==> src/rtl/uerr_pkg.sv <==
package uerr_pkg;

    localparam int REG_W = 32;
    localparam int PTR_W = $clog2(REG_W);

    // Status bits that latch events: 4, 16..20, 31
    localparam logic [REG_W-1:0] ST_IMPL   = 32'h801F_0010;
    // Mask bits that hold state: the above plus the spare bit 0
    localparam logic [REG_W-1:0] MASK_IMPL = 32'h801F_0011;
    localparam int DBE_BIT = 31;

    typedef enum logic {
        SEL_STATUS = 1'b0,
        SEL_MASK   = 1'b1
    } reg_sel_e;

    typedef struct packed {
        logic              wr;
        reg_sel_e          sel;
        logic [REG_W-1:0]  wdata;
    } reg_req_t;

    typedef struct packed {
        logic [REG_W-1:0] eff;      // events that may set status
        logic [REG_W-1:0] unmasked; // effective and not masked
        logic [REG_W-1:0] fresh;    // unmasked and status was clear
    } evt_class_t;

    function automatic logic [PTR_W-1:0] lowest_index(input logic [REG_W-1:0] v);
        logic [PTR_W-1:0] idx;
        idx = '0;
        for (int i = REG_W - 1; i >= 0; i--) begin
            if (v[i]) idx = PTR_W'(i);
        end
        return idx;
    endfunction

endpackage

==> src/rtl/uerr_event_filter.sv <==
module uerr_event_filter
    import uerr_pkg::*;
#(
    parameter logic [REG_W-1:0] IMPL    = ST_IMPL,
    parameter bit               HAS_DBE = 1'b1
) (
    input  logic [REG_W-1:0] evt,
    input  logic             dbe_en,
    input  logic [REG_W-1:0] mask_q,
    input  logic [REG_W-1:0] status_q,
    output evt_class_t       cls
);
    logic [REG_W-1:0] gate;

    generate
        if (HAS_DBE) begin : g_dbe
            always_comb begin
                gate          = IMPL;
                gate[DBE_BIT] = IMPL[DBE_BIT] & dbe_en;
            end
        end else begin : g_nodbe
            always_comb begin
                gate          = IMPL;
                gate[DBE_BIT] = 1'b0;
            end
        end
    endgenerate

    always_comb begin
        cls.eff      = evt & gate;
        cls.unmasked = cls.eff & ~mask_q;
        cls.fresh    = cls.unmasked & ~status_q;
    end

endmodule

==> src/rtl/uerr_status_bank.sv <==
module uerr_status_bank
    import uerr_pkg::*;
#(
    parameter logic [REG_W-1:0] IMPL = ST_IMPL
) (
    input  logic             clk,
    input  logic             cold_rst,
    input  logic [REG_W-1:0] set_vec,
    input  logic [REG_W-1:0] clr_vec,
    output logic [REG_W-1:0] status_q
);
    logic [REG_W-1:0] nxt;

    // A set wins over a clear landing in the same cycle
    always_comb nxt = (set_vec | (status_q & ~clr_vec)) & IMPL;

    always_ff @(posedge clk) begin
        if (cold_rst) status_q <= '0;
        else          status_q <= nxt;
    end

endmodule

==> src/rtl/uerr_mask_bank.sv <==
module uerr_mask_bank
    import uerr_pkg::*;
#(
    parameter logic [REG_W-1:0] IMPL = MASK_IMPL
) (
    input  logic             clk,
    input  logic             cold_rst,
    input  logic             wr_en,
    input  logic [REG_W-1:0] wdata,
    output logic [REG_W-1:0] mask_q
);
    always_ff @(posedge clk) begin
        if (cold_rst)   mask_q <= '0;
        else if (wr_en) mask_q <= wdata & IMPL;
    end

endmodule

==> src/rtl/uerr_first_ptr.sv <==
module uerr_first_ptr
    import uerr_pkg::*;
(
    input  logic             clk,
    input  logic             cold_rst,
    input  logic [REG_W-1:0] status_q,
    input  logic [REG_W-1:0] unmasked,
    output logic [PTR_W-1:0] fep_q
);
    logic pointed_live;

    always_comb pointed_live = status_q[fep_q];

    always_ff @(posedge clk) begin
        if (cold_rst)
            fep_q <= '0;
        else if ((|unmasked) && !pointed_live)
            fep_q <= lowest_index(unmasked);
    end

endmodule

==> src/rtl/uerr_status_logger.sv <==
module uerr_status_logger
    import uerr_pkg::*;
(
    input  logic                clk,
    input  logic                cold_rst,
    input  logic                warm_rst,
    input  logic [REG_W-1:0]    evt_i,
    input  logic                dbe_rpt_en,
    input  logic                reg_sel,
    input  logic                reg_wr,
    input  logic [REG_W-1:0]    reg_wdata,
    output logic [REG_W-1:0]    reg_rdata,
    output logic [PTR_W-1:0]    fep_o,
    output logic                err_report_o
);
    reg_req_t          req;
    evt_class_t        cls;
    logic [REG_W-1:0]  status_q;
    logic [REG_W-1:0]  mask_q;
    logic [REG_W-1:0]  clr_vec;
    logic [REG_W-1:0]  status_view;
    logic              report_q;

    always_comb begin
        req.wr    = reg_wr;
        req.sel   = reg_sel_e'(reg_sel);
        req.wdata = reg_wdata;
    end

    always_comb clr_vec = (req.wr && req.sel == SEL_STATUS) ? req.wdata : '0;

    uerr_event_filter #(.IMPL(ST_IMPL), .HAS_DBE(1'b1)) u_filter (
        .evt      (evt_i),
        .dbe_en   (dbe_rpt_en),
        .mask_q   (mask_q),
        .status_q (status_q),
        .cls      (cls)
    );

    uerr_status_bank #(.IMPL(ST_IMPL)) u_status (
        .clk      (clk),
        .cold_rst (cold_rst),
        .set_vec  (cls.eff),
        .clr_vec  (clr_vec),
        .status_q (status_q)
    );

    uerr_mask_bank #(.IMPL(MASK_IMPL)) u_mask (
        .clk      (clk),
        .cold_rst (cold_rst),
        .wr_en    (req.wr && req.sel == SEL_MASK),
        .wdata    (req.wdata),
        .mask_q   (mask_q)
    );

    uerr_first_ptr u_fep (
        .clk      (clk),
        .cold_rst (cold_rst),
        .status_q (status_q),
        .unmasked (cls.unmasked),
        .fep_q    (fep_o)
    );

    always_ff @(posedge clk) begin
        if (cold_rst || warm_rst) report_q <= 1'b0;
        else                      report_q <= |cls.fresh;
    end

    // Double-bit status stays stored but is hidden while its enable is low
    always_comb begin
        status_view          = status_q;
        status_view[DBE_BIT] = status_q[DBE_BIT] & dbe_rpt_en;
    end

    always_comb reg_rdata    = (req.sel == SEL_MASK) ? mask_q : status_view;
    always_comb err_report_o = report_q;

endmodule

==> config.mk <==
export PLATFORM = sky130hd
export DESIGN_NAME = uerr_status_logger
export DESIGN_NICKNAME = d
export VERILOG_FILES = /design/src/rtl/uerr_pkg.sv /design/src/rtl/uerr_event_filter.sv /design/src/rtl/uerr_status_bank.sv /design/src/rtl/uerr_mask_bank.sv /design/src/rtl/uerr_first_ptr.sv /design/src/rtl/uerr_status_logger.sv
export SDC_FILE = /design/constraint.sdc
export NUM_CORES = 1
export LEC_CHECK = 0
export BUFFER_PORTS_ARGS = -buffer_cell sky130_fd_sc_hd__buf_2
export CAP_MARGIN = 20
export CORE_MARGIN = 5
export CORE_UTILIZATION = 41
export CTS_CLUSTER_DIAMETER = 150
export DETAILED_ROUTE_END_ITERATION = 10
export PLACE_DENSITY = 0.83
export SYNTH_ARGS = -nofsm -noshare
export SYNTH_HDL_FRONTEND = slang
export SYNTH_SLANG_ARGS = --single-unit
==> constraint.sdc <==
create_clock -name clk -period 5.4 [get_ports clk]
set_input_delay 1.08 -clock clk [delete_from_list [all_inputs] [get_ports clk]]
set_output_delay 1.08 -clock clk [all_outputs]
set_load 0.05 [all_outputs]
# Word-level counts from Yosys, hierarchy flattened
# Index checks and enable logic that the tools add are counted.
word_totals:
  reg_bits: 46
  latch_bits: 0
  ram_bits: 0
  romBits: 0
  input_bits: 70
  out_inout_bits: 38
  wordCells: 59
  memories: 0
op_classes:
  n_addsub: 0
  n_mul: 0
  div_mod_pow: 0
  magnitude_cmp: 1
  n_eq_ne: 0
  shift: 0
  muxes: 36
  n_bitwise: 10
  n_reduce_logical: 7
op_table:
  columns: ["cell", "count"]
  rows:
  - ["two-way mux 5 bit", 32]
  - ["bitwise AND 32 bit", 4]
  - ["NOT 32 bit", 3]
  - ["two-way mux 32 bit", 2]
  - ["OR reduction 32 bit", 2]
  - ["bitwise OR 32 bit", 1]
  - ["< comparator 5 x 6 -> 1 bit, second input constant", 1]
  - ["binary-select mux 1 bit (select 5 bit)", 1]
  - ["logical AND 1 bit", 3]
  - ["bitwise AND 1 bit", 1]
  - ["zero test 1 bit", 1]
  - ["logical OR 1 bit", 1]
  - ["two-way mux 1 bit", 1]
  - ["NOT 1 bit", 1]

# Longest topological paths before layout
depth:
  ltp_word: 34
  mapped_depth: 5
  depth_no_buf: 5

# Cells and area by module
# A second synthesis with hierarchy kept.
unflattened:
  hier_cells: 392
  area_unflattened_um2: 3415.8
modules_own_cells:
  columns: ["module", "instances", "cells_per_inst", "area_each_um2", "seq_area_each_um2"]
  rows:
  - ["uerr_status_logger", 1, 88, 873.3, 20.0]
  - ["uerr_first_ptr", 1, 102, 862.1, 100.1]
  - ["uerr_event_filter", 1, 97, 721.9, 0.0]
  - ["uerr_status_bank", 1, 54, 489.2, 140.1]
  - ["uerr_mask_bank", 1, 51, 469.2, 160.2]

# Least setup slack after synthesis
# Ideal clock, no wire load.
synth_path:
  path_type: "input port to output port"
  from: "input port reg_sel"
  to: "output port reg_rdata[31]"
  arrival_ps: 2619
  t_required_ps: 4320
  slack_ps: 1701
  stages: 3
  n_path_buf: 2
  cell_sequence: "clkbuf_1 clkbuf_1 o21ai_0"
synth_between:
  elab_chain_cells: 1
synth_lines:
  columns: ["item", "line", "source"]
  rows:
  - ["start: declaration", "uerr_status_logger.sv:9", "input logic reg_sel,"]
  - ["two-way mux 32 bit", "uerr_status_logger.sv:75", "always_comb reg_rdata = (req.sel == SEL_MASK) ? mask_q : status_view;"]
  - ["end: declaration", "uerr_status_logger.sv:12", "output logic [REG_W-1:0] reg_rdata,"]
# Every way passes these cells.

# Worst setup path in the final report
layout_path:
  from: "input port reg_sel"
  to: "output port reg_rdata[19]"
# The elaborated chain is that of the path after synthesis.

==> results_dict.tcl <==
set metrics [dict create \
    outcome "complete, no violations" \
    fin_nets 266 \
    grt_setup_unrepaired "no" \
    drt_iter0_markers 42 \
    synth_area_leaders "dfxtp_1 32%, buf_4 14%, a21oi_1 6.9%" \
    synth_area_sq_mm 0.00130 \
    required_ps 4320 \
    clock-skew-final_ps 9.01 \
    drtPass1Iterations 4 \
    synth_flop_cell "dfxtp_1" \
    drc 0 \
    cts_resized 0 \
    start_util 0.425 \
    power_density_mw_per_mm2 261 \
    ioPinCount 108 \
    cts_tree "done" \
    cts_buffer_depth 2 \
    setup.worst_path.class "in2out" \
    tightest_slew_ps 540 \
    die_y_microns 66.2 \
    antenna_found_initial 0 \
    drv_slew 0 \
    yosys.cell_types.count 36 \
    io_buffers 34 \
    p_leak_nw 0.642 \
    maxCapViolations 0 \
    crit_fanout 19 \
    final_layout_size_suffix_gt1_frac 0.246 \
    cpMaxStageDelayCell "mux2_2" \
    critPathArrivalTime_ps 2000 \
    gr-total-overflow 0 \
    timing.final.crit_share 0.570 \
    design_area_sq_mm 0.00144 \
    die-width_microns 66.2 \
    clock_tree.root_cell "clkbuf_4" \
    fillers 317 \
    clock-sinks 21 \
    hp-class "reg2reg" \
    cts-htree-levels 1 \
    cpPeakStageDelay_ps 390 \
    timing.slew.headroom 0.637 \
    fp.dieArea_sq_mm 0.00439 \
    grt_pass1_vias 1058 \
    netlist.area_leader.share 0.324 \
    wl_per_cell_microns 12.5 \
    area_growth_pct 10.8 \
    period_needed_ps 3080 \
    n_antenna_cell 0 \
    ys_ff_latch 21 \
    path_clk_slew_ps 120 \
    dp.final_hpwl_mm 2.30 \
    postCtsSetupRepairBufs 0 \
    synth_edf_count 0 \
    setup_viol 0 \
    ys_warn_count 0 \
    vias_per_cell 4.80 \
    grt_pass1_wl_mm 4.85 \
    crit_top_cell "buf_2" \
    max_freq_mhz 325 \
    clk_latency_ps 310 \
    fp.coreArea_sq_mm 0.00305 \
    row_count 20 \
    report.final.hold_viol_count 0 \
    cp-end-kind "output port" \
    wirelength_mm 2.98 \
    crit_chain "buf_2 > mux2_2 > buf_2" \
    ys_async_sr_fraction 0 \
    placed_area_sq_mm 0.00141 \
    ant_nets 0 \
    ctsHoldBuffers 0 \
    max-vdd-ir-drop_uv 184 \
    grt_max_degree 22 \
    grt_usage 0.140 \
    avgSynthCellArea_sq_um 7.95 \
    yosysSeqAreaShare 0.324 \
    synth_top_cell_by_area "dfxtp_1" \
    gp_congestion 0.833 \
    synth_cells 163 \
    cp-start-kind "input pin" \
    finalSetupTns_ps 0 \
    vias 1148 \
    numCtsBuffers 3 \
]
## power by group
part	switching [mW]	internal, mW
combinational	0.0944	0.0314
sequential	0.0103	0.164
clock	0.0466	0.0277
total	0.151	0.223
## layout make-up
class,count,area [sq um],share of cell area
Timing Repair Buffer,34,170,0.118
Inverter,2,7.51,0.00523
Clock inverter,1,5.00,0.00348
Clock buffer,3,22.5,0.0157
Tap cell,44,55.1,0.0383
Sequential cell,21,420,0.293
Multi-Input combinational cell,134,756,0.526
## worst max-delay path: cells and delay by family
kind | cells | cell delay [ps]
mux | 1 | 390
buf+inv | 2 | 520
## Yosys cell counts, types with 2 or more instances
library cell,number
buf_4,24
clkbuf_1,5
o22ai_1,2
nand2_1,20
nand3b_1,2
o21ai_1,3
nand3_1,12
nor2_1,10
o21ai_0,2
a21oi_1,18
inv_1,2
nand2b_1,8
nor3_1,3
nor2b_1,3
a211oi_1,2
a31oi_1,2
dfxtp_1,21
mux2_2,6
## through the flow
| stage | util | cells | total power, mW | setup slack [ps] | hold WS (ps) |
|---|---|---|---|---|---|
| 6_report | 0.470 | 239 | 0.375 | 2320 | 459 |
| 5_1_grt | 0.470 | 239 | 0.395 | 2290 | 486 |
| 4_1_cts | 0.470 | 239 | 0.378 | 2330 | 461 |
| 3_5_place_dp | 0.461 | 235 | 0.303 | 2330 | 444 |
| 3_3_place_gp | 0.461 | 235 | 0.302 | 2330 | 440 |
| 2_1_floorplan | - | 186 | 0.292 | 1700 | 432 |
## placed cells by master (no fill, tap or decap), types with 2 or more instances in the layout
master / synthesis / layout
buf_2: 0 / 34
conb_1: 1 / 24
dfxtp_1: 21 / 21
nand2_1: 20 / 20
a21oi_1: 18 / 18
nand3_1: 12 / 12
nor2_1: 10 / 10
nand2b_1: 8 / 8
mux2_2: 6 / 6
nor2b_1: 3 / 3
o21ai_1: 3 / 3
nor3_1: 3 / 3
clkbuf_4: 0 / 3
o21ai_0: 2 / 2
nand3b_1: 2 / 2
inv_1: 2 / 2
a31oi_1: 2 / 2
a211oi_1: 2 / 2
o22ai_1: 2 / 2
## sequential cells by signal, indices dropped and copies added, names as in the netlist
signal / cells
u_mask.mask_q: 8
u_status.status_q: 7
u_fep.fep_q: 5
err_report_o: 1
## layer usage
layer / vias to the layer above / GRT usage / share of wire
met2: 46 / 0.224 / 0.45
li1: 587 / - / -
met3: 2 / 0.0476 / 0.087
met1: 513 / 0.184 / 0.46
met4: 0 / 0.0228 / 0.0037
met5: - / 0 / 0
## logic make-up (layout without fill, tap and decap cells)
group | after synthesis | in the layout | synth area share
buffers and inverters | 31 | 40 | 0.159
muxes | 8 | 8 | 0.0724
DFF | 21 | 21 | 0.324
and+or+nand+nor | 62 | 62 | 0.235
other | 1 | 24 | 0.00289
AOI/OAI and AO/OA | 40 | 40 | 0.207
## final timing paths
check                    from                to  slack, ps  cells past startpoint
max                   reg_sel     reg_rdata[19]       2320                      3
min          u_mask.mask_q[0]  u_mask.mask_q[0]        460                      2
max reg2reg    u_fep.fep_q[0]    u_fep.fep_q[0]       3490                      5
min reg2reg  u_mask.mask_q[0]  u_mask.mask_q[0]        460                      2
No activity file was read; power rests on OpenSTA's default activity.
